**src/rtl/dual_cfg_pkg.sv**
```systemverilog
package dual_cfg_pkg;

  // Strobes from the control half to the register half
  typedef struct packed {
    logic wrRate;   // store divisor nibble
    logic wrFrame;  // store frame-control bits
    logic rdRate;   // load divisor byte into read data
    logic rdFrame;  // load frame-control byte into read data
  } cfgStrobe_t;

endpackage

```
**src/rtl/dual_cfg_ctrl.sv**
```systemverilog
module dual_cfg_ctrl
  import dual_cfg_pkg::*;
(
  input  logic       clk,
  input  logic       rstN,
  input  logic       sel,
  input  logic       wrEn,
  input  logic       rdEn,
  input  logic       steerBit,
  output cfgStrobe_t strb
);

  logic rdHit;
  logic wrHit;
  logic prevRd;

  assign rdHit = sel & rdEn;
  assign wrHit = sel & wrEn;

  // Remembers whether the location was read in the previous cycle
  always_ff @(posedge clk or negedge rstN) begin
    if (!rstN) prevRd <= 1'b0;
    else       prevRd <= rdHit;
  end

  always_comb begin
    strb.wrRate  = wrHit & ~steerBit;
    strb.wrFrame = wrHit &  steerBit;
    strb.rdRate  = rdHit & ~prevRd;
    strb.rdFrame = rdHit &  prevRd;
  end

  // a read directly after a read targets frame control
  assert_back_to_back_R5: assert property (@(posedge clk) disable iff (!rstN)
    (sel && rdEn) |=> ((sel && rdEn) |-> strb.rdFrame));

  // any cycle without a selected read restarts the sequence
  assert_sequence_break_R6: assert property (@(posedge clk) disable iff (!rstN)
    !(sel && rdEn) |=> ((sel && rdEn) |-> strb.rdRate));

  // nothing is strobed while the location is not selected
  assert_unselected_quiet_R7: assert property (@(posedge clk) disable iff (!rstN)
    !sel |-> (strb == '0));

endmodule

```
**src/rtl/dual_cfg_regs.sv**
```systemverilog
module dual_cfg_regs
  import dual_cfg_pkg::*;
#(
  parameter int DATA_W    = 8,
  parameter int RATE_BITS = 4,
  parameter logic [DATA_W-1:0] RATE_RST  = 8'h00,
  parameter logic [DATA_W-1:0] FRAME_RST = 8'h86
) (
  input  logic              clk,
  input  logic              rstN,
  input  cfgStrobe_t        strb,
  input  logic [DATA_W-1:0] wrData,
  output logic [DATA_W-1:0] rdData,
  output logic [DATA_W-1:0] rateOut,
  output logic [DATA_W-1:0] frameOut
);

  localparam int FRAME_W = DATA_W - 1;
  localparam int PAD_W   = DATA_W - RATE_BITS;

  logic [RATE_BITS-1:0] rateQ;
  logic [FRAME_W-1:0]   frameQ;
  logic [DATA_W-1:0]    rdQ;

  always_ff @(posedge clk or negedge rstN) begin
    if (!rstN) begin
      rateQ <= RATE_RST[RATE_BITS-1:0];
    end else if (strb.wrRate) begin
      rateQ <= wrData[RATE_BITS-1:0];
    end
  end

  always_ff @(posedge clk or negedge rstN) begin
    if (!rstN) begin
      frameQ <= FRAME_RST[FRAME_W-1:0];
    end else if (strb.wrFrame) begin
      frameQ <= wrData[FRAME_W-1:0];
    end
  end

  assign rateOut  = {{PAD_W{1'b0}}, rateQ};
  assign frameOut = {1'b1, frameQ};

  // Read data register: loads the pre-edge contents of the chosen byte
  always_ff @(posedge clk or negedge rstN) begin
    if (!rstN) begin
      rdQ <= '0;
    end else if (strb.rdFrame) begin
      rdQ <= frameOut;
    end else if (strb.rdRate) begin
      rdQ <= rateOut;
    end
  end

  assign rdData = rdQ;

  // divisor write lands at the next edge
  assert_rate_write_R2: assert property (@(posedge clk) disable iff (!rstN)
    strb.wrRate |=> (rateOut == {{PAD_W{1'b0}}, $past(wrData[RATE_BITS-1:0])}));

  // frame-control write lands at the next edge with its top bit set
  assert_frame_write_R3: assert property (@(posedge clk) disable iff (!rstN)
    strb.wrFrame |=> (frameOut == {1'b1, $past(wrData[FRAME_W-1:0])}));

  // frame-control byte holds when not written
  assert_frame_hold_R3: assert property (@(posedge clk) disable iff (!rstN)
    !strb.wrFrame |=> $stable(frameOut));

  // divisor byte holds when not written
  assert_rate_hold_R2: assert property (@(posedge clk) disable iff (!rstN)
    !strb.wrRate |=> $stable(rateOut));

  // lone read returns the divisor byte
  assert_lone_read_R4: assert property (@(posedge clk) disable iff (!rstN)
    strb.rdRate |=> (rdData == $past(rateOut)));

  // follow-on read returns frame control
  assert_next_read_R5: assert property (@(posedge clk) disable iff (!rstN)
    strb.rdFrame |=> (rdData == $past(frameOut)));

  // read data only moves on a read
  assert_rd_hold_R8: assert property (@(posedge clk) disable iff (!rstN)
    !(strb.rdRate || strb.rdFrame) |=> $stable(rdData));

endmodule

```
**src/rtl/dual_cfg_port.sv**
```systemverilog
module dual_cfg_port
  import dual_cfg_pkg::*;
#(
  parameter int DATA_W    = 8,
  parameter int RATE_BITS = 4
) (
  input  logic              clk,
  input  logic              rstN,
  input  logic              sel,
  input  logic              wrEn,
  input  logic              rdEn,
  input  logic [DATA_W-1:0] wrData,
  output logic [DATA_W-1:0] rdData,
  output logic [DATA_W-1:0] rateHi,
  output logic [DATA_W-1:0] frameCtl
);

  localparam int STEER_IDX = DATA_W - 1;

  cfgStrobe_t strb;

  dual_cfg_ctrl i_ctrl (
    .clk      (clk),
    .rstN     (rstN),
    .sel      (sel),
    .wrEn     (wrEn),
    .rdEn     (rdEn),
    .steerBit (wrData[STEER_IDX]),
    .strb     (strb)
  );

  dual_cfg_regs #(
    .DATA_W    (DATA_W),
    .RATE_BITS (RATE_BITS)
  ) i_regs (
    .clk      (clk),
    .rstN     (rstN),
    .strb     (strb),
    .wrData   (wrData),
    .rdData   (rdData),
    .rateOut  (rateHi),
    .frameOut (frameCtl)
  );

endmodule

```
**config.mk**
```make
export PLATFORM = sky130hd
export DESIGN_NAME = dual_cfg_port
export DESIGN_NICKNAME = d
export VERILOG_FILES = /design/src/rtl/dual_cfg_pkg.sv /design/src/rtl/dual_cfg_ctrl.sv /design/src/rtl/dual_cfg_regs.sv /design/src/rtl/dual_cfg_port.sv
export SDC_FILE = /design/constraint.sdc
export NUM_CORES = 1
export LEC_CHECK = 0
export BUFFER_PORTS_ARGS = -buffer_cell sky130_fd_sc_hd__buf_2
export CORE_ASPECT_RATIO = 1.2
export CORE_MARGIN = 8
export CORE_UTILIZATION = 45
export CTS_CLUSTER_DIAMETER = 200
export DETAILED_ROUTE_END_ITERATION = 7
export HOLD_SLACK_MARGIN = 0.12
export PLACE_DENSITY_LB_ADDON = 0.1
export SLEW_MARGIN = 15
export SYNTH_ARGS = -nofsm -noshare
export SYNTH_HDL_FRONTEND = slang
export SYNTH_SLANG_ARGS = --single-unit
```
**constraint.sdc**
```tcl
create_clock -name clk -period 1.1 [get_ports clk]
set_input_delay 0.055 -clock clk [delete_from_list [all_inputs] [get_ports clk]]
set_output_delay 0.055 -clock clk [all_outputs]
set_load 0.005 [all_outputs]
```
==> out/metrics.yaml, run 1 <==
status: "finished clean"
start_util_pct: 47.6
drc_errors: 0
cts_tree: "done"
synth_top_family_by_area: "multiplexers"
syn_avg_cell_area_um2: 13.0
synth_edf_count: 0
fmaxAchievable_mhz: 916
yosys.area_share.adder_pct: 0
synth_compound_area_share_pct: 6.32
synth_top_area_share_pct: 51.7
power.density_nw_per_um2: 1530
cp_max_fo: 9
muxShareOfSynthArea_pct: 20.5
leakage_nw: 0.550
fin_nets: 121
diodes: 0
cts_setup_buffers: 0
drt-pass1-iter-count: 2
timing.rr.end: "i_regs.rdData[3]$_DFFE_PN0P_"
num_rows: 17
fin_crit_sh_pct: 99.3
setup_viol: 0
reg2regPathDepth: 2
grt_pass1_vias: 719
core_area_um2: 1830
dpl.cell_count: 112
critical_path_arrival_ns: 1.28
final_layout_size_suffix_gt1_share_pct: 48.6
required_ns: 1.29
finalClockSkew_ns: 0.000982
cts_buffers: 3
hp-class: "in2async"
p_clk_share_pct: 23.7
grt_max_degree: 21
wl_per_cell_um: 14.4
routabilityCongestion: 0.717
dieArea_um2: 3600
place_hpwl_um: 1360
clk-insertion-delay-late_ns: 0.29
p_int_w: 0.00129
critPathKind: "in2reg"
final_cells: 126
synth_common_cells: "18 x dfrtp_1, 11 x mux2_2, 8 x a21oi_1"
synth.most_common_cell: "dfrtp_1"
cts.clk_slew.worst_paths_ns: 0.10
worst_setup_path_end_kind: "flop"
max_cap_violations: 0
synth_area_um2: 871
regToRegSetupSlack_ns: 0.12
finalHoldViolCount: 0
setup.worst_path.end: "i_regs.rdData[7]$_DFFE_PN0P_"
combPwrFrac_pct: 21.6
ios: 37
vias: 626
yosysSeqAreaShare_pct: 57.8
ant_nets: 0
reg2reg_from: "i_ctrl.prevRd$_DFF_PN0_"
antenna_found_initial: 0
overflow: 0
drt_iter0_drc: 2
p_sw_w: 0.000448
ys_types: 17
min_period_ns: 1.09
synth_ff_type: "dfrtp_1"
irDropWorstVdd_v: 0.000901
synth-simple-area-share_pct: 5.17
syn2layout_area_growth_pct: 30.3
synth_seq_cells: 20
port_buffers: 31
crit_start: "rdEn"
via_per_inst: 4.97
cts_root_buffer: "clkbuf_4"
synth_top_area_cell: "dfrtp_1"
postSynth.asyncResetShare_pct: 100
synth_area_leaders: "dfrtp_1 52%, mux2_2 14%, dfstp_2 6.0%, a21oi_1 4.6%, mux2i_1 4.6%"
cts_max_path_buffers: 2
p_seq_share_pct: 54.7
rsz0062_at_grt: "false"
fp.dieH_um: 64.2
p_sw_share_pct: 25.8
grt_pass1_wl_um: 3170
cts_num_sinks: 20
htreeDepth: 1
die_w_um: 56.2
drt-total-wl_um: 1820
synth_warnings: 0
fin_setup_tns_ns: 0
grt_usage_pct: 10.5
critPathLaunchType: "input port"
final_util_pct: 62.0
final_max_slew_viol_count: 0
synthCells: 67
synthXorXnorAreaFrac_pct: 0
## stage by stage
stage / instance area, um^2 / hold WS, ns / power (W) / setup slack, ns
finish: 1130 / 0.219 / 0.00174 / 0.00791
global route: 1130 / 0.220 / 0.00185 / 0.00464
CTS: 1130 / 0.217 / 0.00178 / 0.0343
detailed placement: 998 / 0.0198 / 0.00133 / 0.133
global placement: 998 / 0.0224 / 0.00131 / 0.177
floorplan: 882 / -0.241 / 0.00115 / 0.211
## flip-flops by register name, summed over array words and instances (netlist names)
signal,cells
i_regs.rdData,8
i_ctrl.prevRd,1
i_regs.frameQ,7
i_regs.rateQ,4
## how the worst min path moves through the flow
stage / depth (start not counted) / slack [ns] / endpoint
after global routing: 4 / 0.22 / i_regs.rdData[6]$_DFFE_PN0P_
after floorplan: 0 / -0.24 / i_ctrl.prevRd$_DFF_PN0_
after CTS: 2 / 0.22 / i_regs.rdData[5]$_DFFE_PN0P_
after detailed placement: 1 / 0.02 / i_regs.frameQ[6]$_DFFE_PN0P_
after global placement: 1 / 0.02 / i_regs.frameQ[6]$_DFFE_PN0P_
final: 2 / 0.22 / i_regs.frameQ[6]$_DFFE_PN0P_
## layout make-up
type | instances | area [um^2]
sequential | 20 | 503
multi-input combinational | 38 | 298
tap | 19 | 23.8
fill | 173 | 694
inverter | 3 | 11.3
clock buffer | 4 | 36.3
timing repair buffer | 42 | 263
## critical path, stage by stage
cell	delay (ns)
dlygate4sd3_1	0.52
buf_2	0.18
and2_4	0.22
mux2_4	0.30
## cells in the final DEF (no fill, tap or decap), drive strengths merged
cell type,count
conb,5
dfrtp,18
nand3,1
dlygate4sd3,10
dfstp,2
mux2i,4
inv,3
clkbuf,4
buf,32
a21oi,8
mux2,12
o21ai,3
nand3b,1
nand4,3
and2,1
## layer usage
metal,up-vias,share of wire [%],GRT usage [%]
met2,19,53,18.9
met3,4,5.9,3.56
met1,305,39,10.4
li1,298,-,-
met5,-,0,0
met4,0,1.6,5.42
## kinds of logic (layout without fill, tap and decap cells)
kind of cell | after synthesis | after routing
DFF | 20 | 20
muxes | 16 | 16
buffers and inverters | 12 | 49
AOI/OAI and AO/OA | 11 | 11
and+or+nand+nor | 6 | 6
other | 2 | 5
## power groups by stage
stage / clock, W / combinational, W / sequential [W]
finish: 0.000412 / 0.000376 / 0.000950
detailed placement: 0 / 0.000359 / 0.000967
floorplan: 0 / 0.000180 / 0.000966
CTS: 0.000437 / 0.000388 / 0.000952
global placement: 0 / 0.000349 / 0.000965
global route: 0.000458 / 0.000422 / 0.000966
## repair_timing
item / in CTS / in global routing
resized for setup: 0 / 0
hold endpoints to repair: 38 / 0
hold buffers: 10 / 0
endpoints found under the setup margin: 0 / 0
Note: power is estimated with default switching activity, not from simulation.
==> inputs of run 2 (changes only) <==
Settings changed: CORE_ASPECT_RATIO 1.2 to unset, CTS_CLUSTER_DIAMETER 200 to 40.
==> out/metrics.yaml, run 2 (synthesis gave the netlist of run 1 again) <==
required_ns: 1.30
place_hpwl_um: 1340
die_w_um: 60.0
wl_per_cell_um: 14.3
clk-insertion-delay-late_ns: 0.30
layout_commonest_cell: "buf_2"
critical_path_arrival_ns: 1.25
drt-total-wl_um: 1940
leakage_nw: 0.566
port_buffers: 31
status: "finished clean"
fin_nets: 123
htreeDepth: 1
cts.clk_slew.worst_paths_ns: 0.11
irDropWorstVdd_v: 0.00102
antenna_found_initial: 0
ios: 37
fp.dieH_um: 60.0
grt_pass1_vias: 678
fmaxAchievable_mhz: 950
overflow: 0
grt_pass1_wl_um: 3050
diodes: 0
final_util_pct: 62.0
routabilityCongestion: 0.704
syn2layout_area_growth_pct: 35.3
grtUsageMet2_pct: 19.7
cp_max_fo: 8
final_layout_size_suffix_gt1_share_pct: 48.6
setup_viol: 0
num-fill-cells: 164
layout_common_cells: "31 x buf_2, 18 x dfrtp_1, 11 x mux2_2, 11 x dlygate4sd3_1, 8 x a21oi_1"
core_area_um2: 1900
hold_path_depth: 3
reg2regPathDepth: 2
cts_root_buffer: "clkbuf_4"
start_util_pct: 45.8
critPathKind: "in2reg"
drt_iter0_drc: 10
max_cap_violations: 0
cts_buffers: 3
final_max_slew_viol_count: 0
drt-pass1-iter-count: 4
met1_usage_pct: 12.4
grt_use_met3_pct: 3.44
min_period_ns: 1.05
post_cts_resized: 0
finalHoldViolCount: 0
rsz0062_at_grt: "false"
hp-class: "in2reg"
cts_max_path_buffers: 2
worst_setup_path_end_kind: "flop"
ant_nets: 0
power_w: 0.00192
cts_num_sinks: 20
num_rows: 16
drc_errors: 0
cts_tree: "done"
grt_max_degree: 21
via_per_inst: 4.65
critPathLaunchType: "input port"
top_usage_layer: "met2"
fin_setup_tns_ns: 0
power.density_nw_per_um2: 1630
dieArea_um2: 3600
regToRegSetupSlack_ns: 0.08
vias: 633
fin_crit_sh_pct: 95.7
largest_register_ffs: 8
grt_usage_pct: 11.4
finalClockSkew_ns: 0.00461
run 2: cell count changes in the layout (fill, tap and decap cells not counted):
cell,change
buf_4,+1
bufinv_16,+1
clkbuf_8,-1
dlygate4sd3_1,+1
run 2: metrics by stage:
step | std cells | area [um^2] | hold WS (ns) | setup slack [ns]
finish | 136 | 1180 | 0.138 | 0.0474
global route | 136 | 1180 | 0.173 | 0.00709
CTS | 134 | 1160 | 0.121 | 0.00993
detailed placement | 119 | 1000 | 0.0221 | 0.117
global placement | 119 | 1000 | 0.0257 | 0.125
floorplan | 70 | 882 | -0.241 | 0.211
run 2: power breakdown:
part           internal, W  total [W]  switching [W]  leakage [nW]
clock network     0.000368   0.000591       0.000223        0.0279
logic             0.000225   0.000385       0.000160         0.300
registers         0.000868   0.000948      0.0000800         0.238
total              0.00146    0.00192       0.000463         0.566
run 2: worst max-delay path, cell delays in order:
cell	delay [ns]
dlygate4sd3_1	0.53
buf_2	0.18
and2_4	0.19
mux2_4	0.30
run 2: cell type report:
cell class / instances / area (um^2) / area share, %
clock buffers: 3 / 22.5 / 1.91
well taps: 27 / 33.8 / 2.87
clock inverters: 1 / 30.0 / 2.55
multi-input cells: 38 / 298 / 25.3
repair buffers: 44 / 280 / 23.8
flip-flops and latches: 20 / 503 / 42.7
inverters: 3 / 11.3 / 0.955
run 2: layer usage:
| layer | vias up | routed length (um) |
|---|---|---|
| met1 | 301 | 776 |
| met5 | - | 0 |
| met3 | 2 | 144 |
| li1 | 306 | - |
| met4 | 0 | 11 |
| met2 | 24 | 1010 |
run 2: worst paths after layout:
| path | end | from |
|---|---|---|
| setup / recovery | i_regs.rdData[7]$_DFFE_PN0P_ | rdEn |
| hold / removal | i_regs.rdData[1]$_DFFE_PN0P_ | sel |
| setup reg to reg | i_regs.rdData[2]$_DFFE_PN0P_ | i_ctrl.prevRd$_DFF_PN0_ |
| hold reg to reg | i_regs.rdData[0]$_DFFE_PN0P_ | i_regs.rdData[0]$_DFFE_PN0P_ |
| max in group asynchronous | i_regs.frameQ[2]$_DFFE_PN1P_ | rstN |
| min in group asynchronous | i_regs.frameQ[6]$_DFFE_PN0P_ | rstN |
run 2: what timing repair did:
action                                  CTS  global route
hold buffers                             11             0
endpoints found under the setup margin    0             1
setup buffers                             0             2
endpoints found under the hold margin    38             0
==> inputs of run 3 (changes only) <==
--- a/config.mk
+++ b/config.mk
@@ -8,5 +8,5 @@
 export BUFFER_PORTS_ARGS = -buffer_cell sky130_fd_sc_hd__buf_2
 export CORE_MARGIN = 8
-export CORE_UTILIZATION = 45
+export CORE_UTILIZATION = 49
 export CTS_CLUSTER_DIAMETER = 40
 export DETAILED_ROUTE_END_ITERATION = 7
==> constraint.sdc (replaced) <==
create_clock -name clk -period 1.3 [get_ports clk]
set_input_delay 0.26 -clock clk [delete_from_list [all_inputs] [get_ports clk]]
set_output_delay 0.26 -clock clk [all_outputs]
set_load 0.005 [all_outputs]
==> out/metrics.yaml, run 3 (synthesis gave the netlist of run 1 again) <==
htreeDepth: 1
overflow: 0
status: "finished clean"
max_cap_violations: 0
timing.rr.end: "i_regs.rdData[3]$_DFFE_PN0P_"
power_w: 0.00161
p_seq_share_pct: 50.0
p_sw_w: 0.000395
ios: 37
p_sw_share_pct: 24.6
grt_use_met3_pct: 3.53
irDropWorstVdd_v: 0.000998
critPathKind: "reg2out"
min_period_ns: 1.25
critPathLaunchType: "flop"
leakage_nw: 0.514
ant_nets: 0
drc_errors: 0
path_cells: "buf_2"
cts_max_path_buffers: 2
fp.dieH_um: 58.2
start_util_pct: 51.0
cp_num_buf_inv: 1
cp_max_fo: 3
fmaxAchievable_mhz: 801
hold_start: "wrData[4]"
reg2regPathDepth: 2
fin_nets: 111
cpMaxStageDelayCell: "dfstp_2"
dieArea_um2: 3380
min_to: "i_regs.frameQ[4]$_DFFE_PN0P_"
routabilityCongestion: 0.699
rsz0062_at_grt: "false"
crit_start: "i_regs.frameQ[2]$_DFFE_PN1P_"
final_max_slew_viol_count: 0
drt-total-wl_um: 1770
met1_usage_pct: 11.6
placed_cell_area_um2: 998
stdcell_area_um2: 1060
reg2reg_from: "i_ctrl.prevRd$_DFF_PN0_"
num_rows: 15
antenna_found_initial: 0
grt_usage_pct: 11.2
p_clk_share_pct: 31.7
die_w_um: 58.2
cts_buffers: 3
crit_family: "flip-flops"
finalClockSkew_ns: 0.0105
layout_common_cells: "31 x buf_2, 18 x dfrtp_1, 11 x mux2_2"
power.density_nw_per_um2: 1520
p_int_w: 0.00121
largest_register_ffs: 8
fin_crit_sh_pct: 96.1
cts_num_sinks: 20
vias: 586
worst_setup_path_end_kind: "primary output"
regToRegSetupSlack_ns: 0.29
wl_per_cell_um: 14.5
grt_pass1_wl_um: 2870
hold_ws_ns: 0.185
cts_root_buffer: "clkbuf_4"
top_usage_layer: "met2"
max_stage_delay_ns: 0.57
final_layout_size_suffix_gt1_share_pct: 52.6
hold_path_depth: 2
grtUsageMet2_pct: 19.1
grt_pass1_vias: 650
diodes: 0
critical_path_arrival_ns: 0.99
setup_viol: 0
drt_iter0_drc: 13
post_cts_resized: 0
core_area_um2: 1710
cts.clk_slew.worst_paths_ns: 0.12
fin_setup_tns_ns: 0
clk-insertion-delay-late_ns: 0.31
cts_tree: "done"
port_buffers: 31
drt-pass1-iter-count: 4
via_per_inst: 4.80
combPwrFrac_pct: 18.3
required_ns: 1.04
hp-class: "in2reg"
layout_commonest_cell: "buf_2"
grt_max_degree: 21
finalHoldViolCount: 0
syn2layout_area_growth_pct: 21.8
run 3: cell types whose count changed in the layout (fill, tap and decap cells not counted), sizes merged:
cell and delta:
dlygate4sd3 -10, buf -2
run 3: cell type report:
cell class	instances	area, um^2
fillers	144	647
inverters	3	11.3
clock inverters	1	30.0
flip-flops and latches	20	503
repair buffers	32	165
well taps	25	31.3
clock buffers	3	22.5
multi-input cells	38	298
run 3: layer usage:
layer,vias up,wire length (um)
met3,4,125
met2,26,861
met4,0,30
met5,-,0
li1,279,-
met1,277,748
run 3: power groups by stage:
stage | Combinational (W) | Sequential [W] | Clock [W]
after floorplan | 0.000152 | 0.000817 | 0
after global placement | 0.000296 | 0.000813 | 0
after detailed placement | 0.000301 | 0.000817 | 0
after CTS | 0.000304 | 0.000805 | 0.000522
after global routing | 0.000327 | 0.000820 | 0.000544
final | 0.000295 | 0.000804 | 0.000510
run 3: how the worst max path moves through the flow:
stage | end | cells past startpoint
3_3_place_gp | i_regs.rateQ[1]$_DFFE_PN0P_ | 3
3_5_place_dp | i_regs.rateQ[0]$_DFFE_PN0P_ | 3
4_1_cts | frameCtl[2] | 1
2_1_floorplan | i_regs.rdData[7]$_DFFE_PN0P_ | 4
6_report | frameCtl[2] | 1
5_1_grt | frameCtl[2] | 1
run 3: what timing repair did:
item | CTS | global route
hold endpoints to repair | 18 | 0
hold buffers | 1 | 0
buffers inserted | 0 | 0
run 3: metrics by stage:
stage | utilization (%) | setup slack [ns] | instances
after global placement | 58.5 | 0.163 | 117
after global routing | 62.1 | 0.0163 | 122
after CTS | 62.1 | 0.0451 | 122
after floorplan | - | 0.244 | 70
after detailed placement | 58.5 | 0.161 | 117
final | 62.1 | 0.0510 | 122
